`src/rtl/rf_pkg.sv`:
```
package rf_pkg;
  // number of read ports served by the file
  localparam int NUM_RD = 2;

  // strobes handed from control to datapath
  typedef struct packed {
    logic              wrCommit;   // write lands in storage this edge
    logic [NUM_RD-1:0] rdZero;     // port addresses the constant-zero index
    logic [NUM_RD-1:0] rdBypass;   // port takes the incoming write value
  } rfCtrl_t;
endpackage

```
`src/rtl/rf_ctrl.sv`:
```
module rf_ctrl
  import rf_pkg::*;
#(
  parameter int IDX_W = 5
) (
  input  logic                          clk,
  input  logic                          rstN,
  input  logic                          wrEn,
  input  logic [IDX_W-1:0]              wrIdx,
  input  logic [NUM_RD-1:0][IDX_W-1:0]  rdIdx,
  output rfCtrl_t                       ctrl
);
  logic wrNonZero;

  assign wrNonZero = (wrIdx != '0);

  always_comb begin
    ctrl = '0;
    ctrl.wrCommit = wrEn && wrNonZero;
    for (int p = 0; p < NUM_RD; p++) begin
      ctrl.rdZero[p]   = (rdIdx[p] == '0);
      ctrl.rdBypass[p] = wrEn && wrNonZero && (rdIdx[p] == wrIdx);
    end
  end

  // index 0 never commits
  p_no_commit_zero_r6: assert property (@(posedge clk) disable iff (!rstN)
    (wrIdx == '0) |-> !ctrl.wrCommit);

  // a disabled write never forwards
  p_no_bypass_idle_r2: assert property (@(posedge clk) disable iff (!rstN)
    !wrEn |-> (ctrl.rdBypass == '0));

  genvar g;
  generate
    for (g = 0; g < NUM_RD; g++) begin : g_chk
      // zero select and bypass select never coincide
      p_sel_excl_r5: assert property (@(posedge clk) disable iff (!rstN)
        $onehot0({ctrl.rdZero[g], ctrl.rdBypass[g]}));
    end
  endgenerate
endmodule

```
`src/rtl/rf_datapath.sv`:
```
module rf_datapath
  import rf_pkg::*;
#(
  parameter int DATA_W   = 32,
  parameter int NUM_REGS = 32,
  parameter int IDX_W    = 5
) (
  input  logic                          clk,
  input  logic                          rstN,
  input  rfCtrl_t                       ctrl,
  input  logic [IDX_W-1:0]              wrIdx,
  input  logic [DATA_W-1:0]             wrData,
  input  logic [NUM_RD-1:0][IDX_W-1:0]  rdIdx,
  output logic [NUM_RD-1:0][DATA_W-1:0] rdData
);
  logic [DATA_W-1:0] cellQ [NUM_REGS];

  genvar i;
  generate
    for (i = 0; i < NUM_REGS; i++) begin : g_cell
      if (i == 0) begin : g_zero
        assign cellQ[i] = '0;
      end else begin : g_store
        always_ff @(posedge clk or negedge rstN) begin
          if (!rstN)
            cellQ[i] <= '0;
          else if (ctrl.wrCommit && (wrIdx == IDX_W'(i)))
            cellQ[i] <= wrData;
        end
      end
    end
  endgenerate

  genvar p;
  generate
    for (p = 0; p < NUM_RD; p++) begin : g_rd
      always_comb begin
        if (ctrl.rdZero[p])
          rdData[p] = '0;
        else if (ctrl.rdBypass[p])
          rdData[p] = wrData;
        else
          rdData[p] = cellQ[rdIdx[p]];
      end

      // index 0 reads zero
      p_zero_read_r5: assert property (@(posedge clk) disable iff (!rstN)
        (rdIdx[p] == '0) |-> (rdData[p] == '0));

      // a committed write is visible on the next cycle
      p_write_lands_r1: assert property (@(posedge clk) disable iff (!rstN)
        ctrl.wrCommit |=>
          (!(rdIdx[p] == $past(wrIdx) && !ctrl.rdBypass[p]) ||
           rdData[p] == $past(wrData)));

      // with no write, a steady index gives a steady value
      p_hold_idle_r2: assert property (@(posedge clk) disable iff (!rstN)
        !ctrl.wrCommit |=>
          (!($stable(rdIdx[p]) && !ctrl.rdBypass[p]) || $stable(rdData[p])));
    end
  endgenerate
endmodule

```
`src/rtl/rf2r1w_bypass.sv`:
```
module rf2r1w_bypass
  import rf_pkg::*;
#(
  parameter int DATA_W   = 32,
  parameter int NUM_REGS = 32,
  localparam int IDX_W   = $clog2(NUM_REGS)
) (
  input  logic              clk,
  input  logic              rstN,
  input  logic              wrEn,
  input  logic [IDX_W-1:0]  wrIdx,
  input  logic [DATA_W-1:0] wrData,
  input  logic [IDX_W-1:0]  rdIdxA,
  output logic [DATA_W-1:0] rdDataA,
  input  logic [IDX_W-1:0]  rdIdxB,
  output logic [DATA_W-1:0] rdDataB
);
  rfCtrl_t                       ctrl;
  logic [NUM_RD-1:0][IDX_W-1:0]  rdIdx;
  logic [NUM_RD-1:0][DATA_W-1:0] rdData;

  assign rdIdx[0] = rdIdxA;
  assign rdIdx[1] = rdIdxB;
  assign rdDataA  = rdData[0];
  assign rdDataB  = rdData[1];

  rf_ctrl #(.IDX_W(IDX_W)) ctrl_i (
    .clk   (clk),
    .rstN  (rstN),
    .wrEn  (wrEn),
    .wrIdx (wrIdx),
    .rdIdx (rdIdx),
    .ctrl  (ctrl)
  );

  rf_datapath #(.DATA_W(DATA_W), .NUM_REGS(NUM_REGS), .IDX_W(IDX_W)) dp_i (
    .clk    (clk),
    .rstN   (rstN),
    .ctrl   (ctrl),
    .wrIdx  (wrIdx),
    .wrData (wrData),
    .rdIdx  (rdIdx),
    .rdData (rdData)
  );

  // matching enabled write forwards on both ports
  p_bypass_both_r8: assert property (@(posedge clk) disable iff (!rstN)
    (wrEn && wrIdx != '0 && rdIdxA == wrIdx && rdIdxB == wrIdx) |->
      (rdDataA == wrData && rdDataB == wrData));
endmodule

```
`config.mk`:
```
export PLATFORM = sky130hd
export DESIGN_NAME = rf2r1w_bypass
export DESIGN_NICKNAME = d
export VERILOG_FILES = /design/src/rtl/rf_pkg.sv /design/src/rtl/rf_ctrl.sv /design/src/rtl/rf_datapath.sv /design/src/rtl/rf2r1w_bypass.sv
export SDC_FILE = /design/constraint.sdc
export NUM_CORES = 2
export LEC_CHECK = 0
export ABC_CLOCK_PERIOD_IN_PS = 3500
export BUFFER_PORTS_ARGS = -buffer_cell sky130_fd_sc_hd__buf_2
export CAP_MARGIN = 20
export CELL_PAD_IN_SITES_DETAIL_PLACEMENT = 1
export CELL_PAD_IN_SITES_GLOBAL_PLACEMENT = 1
export CORE_UTILIZATION = 51
export DETAILED_ROUTE_END_ITERATION = 8
export PLACE_DENSITY = 0.76
export SLEW_MARGIN = 20
export SYNTH_ARGS = -nofsm -noshare
export SYNTH_HDL_FRONTEND = slang
export SYNTH_SLANG_ARGS = --single-unit
```
`constraint.sdc`:
```
create_clock -name clk -period 3.5 [get_ports clk]
set_input_delay 0.35 -clock clk [delete_from_list [all_inputs] [get_ports clk]]
set_output_delay 0.35 -clock clk [all_outputs]
set_load 0.005 [all_outputs]
```
==> qor.yml <==
pwr:
  ir_drop_mv: 0.369
  leakage_nw: 26.4
  p_per_area_nw_per_um2: 577
  p_total_mw: 35.2
timing:
  slew_violations: 0
  whs_ps: 98.0
  post-route-period-util_pct: 95.0
  hold_viol: 0
  finalCriticalPeriod_ps: 3320
  setup_viol: 0
  worst_slew_pin_slew_ps: 876
  max_freq_mhz: 301
  tns_ps: 0
  fin_skew_ps: 0
  relSlewSlack_pct: 41.6
  rsz0062_at_grt: "no"
synth:
  synth_edf_count: 0
  synth_seq_area_share_pct: 45.8
  syn_avg_cell_area_sq_um: 14.0
  synth_area_sq_um: 54200
  ys_top_cells_by_area: "dfrtp_1, mux2_2, mux4_2"
  ys_types: 54
  synth_seq_cells: 992
  ys.flop_type: "dfrtp_1"
  synth_top_area_cell: "dfrtp_1"
  yosysWarnings: 0
  netlist_instances: 3880
  synthesis.nets: 3930
  synth_top_cell_area_share_pct: 45.8
  synthArstFlopShare_pct: 100
global_routing:
  antenna_found_initial: 9
  grt_overflow_total: 0
  first_global_vias: 40300
  track_usage_pct: 35.8
  grt_max_degree: 115
  grt_pass1_wl_um: 282000
layout:
  top_register: "dp_i.cellQ"
  n_fill_cell: 9946
  post-route-cell-area_sq_um: 61000
  layout_commonest_cell: "mux2_2"
  mostFrequentLayoutCells: "mux2_2, dfrtp_1, mux4_2"
  final_layout_size_suffix_gt1_share_pct: 51.5
  fin_nets: 3952
  top_regs: "dp_i.cellQ: 992 flops"
  fin_cells: 5381
  largest_register_ffs: 992
  area_growth_pct: 12.5
floorplan:
  die_area_sq_um: 108000
  coreArea_sq_um: 105000
  start_util_pct: 51.5
  die_x_um: 328
  placement_rows: 119
  die_h_um: 328
  ios: 114
critical_path:
  endpoint_kind: "primary output"
  crit_end: "rdDataB[31]"
  crit_arrival_ps: 2970
  critPathRequiredTime_ps: 3150
  path_class: "in -> out"
  r2r-end: "dp_i.cellQ[724]"
  critPathLaunchType: "primary input"
  r2r_slack_ps: 2670
  cp_max_fo: 49
  cp-startpoint: "rdIdxB[0]"
  timing.rr.start: "dp_i.cellQ[724]"
  r2r_cells: 1
drt:
  ant_nets: 0
  vias: 37700
  drt_iter0_drc: 3752
  post-route-drc-count: 28
  routed_wl_um: 190000
  wl_per_cell_um: 35.2
  dr.pass1.iters: 7
  vias_per_cell: 7.01
clocking:
  cts_tree: "yes"
  clk_pin_slew_ps: 60
  cts_inserted_buffers: 110
  post_cts_buffers: 0
  cts_max_path_buffers: 3
  cts_resized: 0
  root_buffer: "clkbuf_16"
  insertion_delay_ps: 700
  clock_sinks: 992
  cts_max_level: 3
  holdBufCountCts: 1
status:
  violations: "design-rule violations"
  outcome: "finished with violations"
place:
  dpl_cell_area_sq_um: 57200
  place_congestion: 0.847
  detailed_place_hpwl_um: 116000
  placedCellCount: 5180
  io_buffers: 113
flow_run:
  max_cap_violations: 0
min_path:
  min_path_type: "in -> reg"
cell type report:
cell class | instances | area [sq um] | area share [%]
antenna | 2 | 5.00 | 0.00820
clock buffer | 157 | 3230 | 5.29
clock inverter | 41 | 546 | 0.894
inverter | 18 | 67.6 | 0.111
multi-input combinational | 2448 | 27500 | 45.2
sequential | 992 | 24800 | 40.7
tap | 1391 | 1740 | 2.85
timing repair buffer | 332 | 3050 | 5.00
layer usage:
layer	share of wire, %	GRT usage, %	vias up
met4	4.3	14.7	10
met1	41	49.8	20400
met2	46	55.1	1858
li1	-	-	14900
met5	0.041	0	-
met3	8.7	7.32	496
critical path: stages:
cell and delay (ps):
buf_8 310, buf_12 400, mux4_2 570, mux4_2 490, clkinv_1 100, o221ai_1 330, buf_2 260
cell families after synthesis:
group / share of synthesized area, %
compound gates: 6.08
xor+xnor: 0.161
buf+inv: 3.89
mux: 41.2
simple gates: 2.93
flops: 45.8
cell usage after synthesis, types with 6 or more instances:
master and n:
buf_4 38, mux2_1 16, a22oi_1 42, a21oi_1 76, a2111oi_1 6, nand3_1 10, dfrtp_1 992, mux2_2 1154
nand2_1 54, a31oi_1 46, o21ai_1 14, nor2_1 97, clkinv_1 16, xnor2_1 8, buf_1 50, a211oi_1 48
nor2b_1 78, mux2i_1 163, buf_6 16, clkbuf_1 188, o22ai_1 41, nor3_1 29, a22o_1 12, mux4_2 334
buf_2 125, o221ai_1 77, o211ai_1 32, nand2b_1 25, a221oi_1 55
through the flow:
step / worst slack, ps / utilization, %
after CTS: 216 / 57.9
after global placement: 189 / 54.3
after global routing: 146 / 57.9
after floorplan: 1150 / -
final: 176 / 57.9
after detailed placement: 222 / 54.3
report_power, final:
part           leakage, nW  internal [mW]  total [mW]  switching (mW)
Combinational         11.8           4.27        7.50            3.24
Sequential            12.7           13.7        15.5            1.76
Clock                 1.87           7.26        12.2            4.94
Total                 26.4           25.3        35.2            9.93
worst min path at each step:
stage                            to        from  slack (ps)  cells past startpoint
global route        dp_i.cellQ[364]  wrData[12]          70                      2
floorplan             dp_i.cellQ[0]        rstN          50                      0
detailed placement  dp_i.cellQ[621]        rstN         290                      1
finish              dp_i.cellQ[364]  wrData[12]         100                      2
CTS                 dp_i.cellQ[364]  wrData[12]          30                      2
global placement    dp_i.cellQ[621]        rstN         300                      1
(Power assumes the default switching activity.)
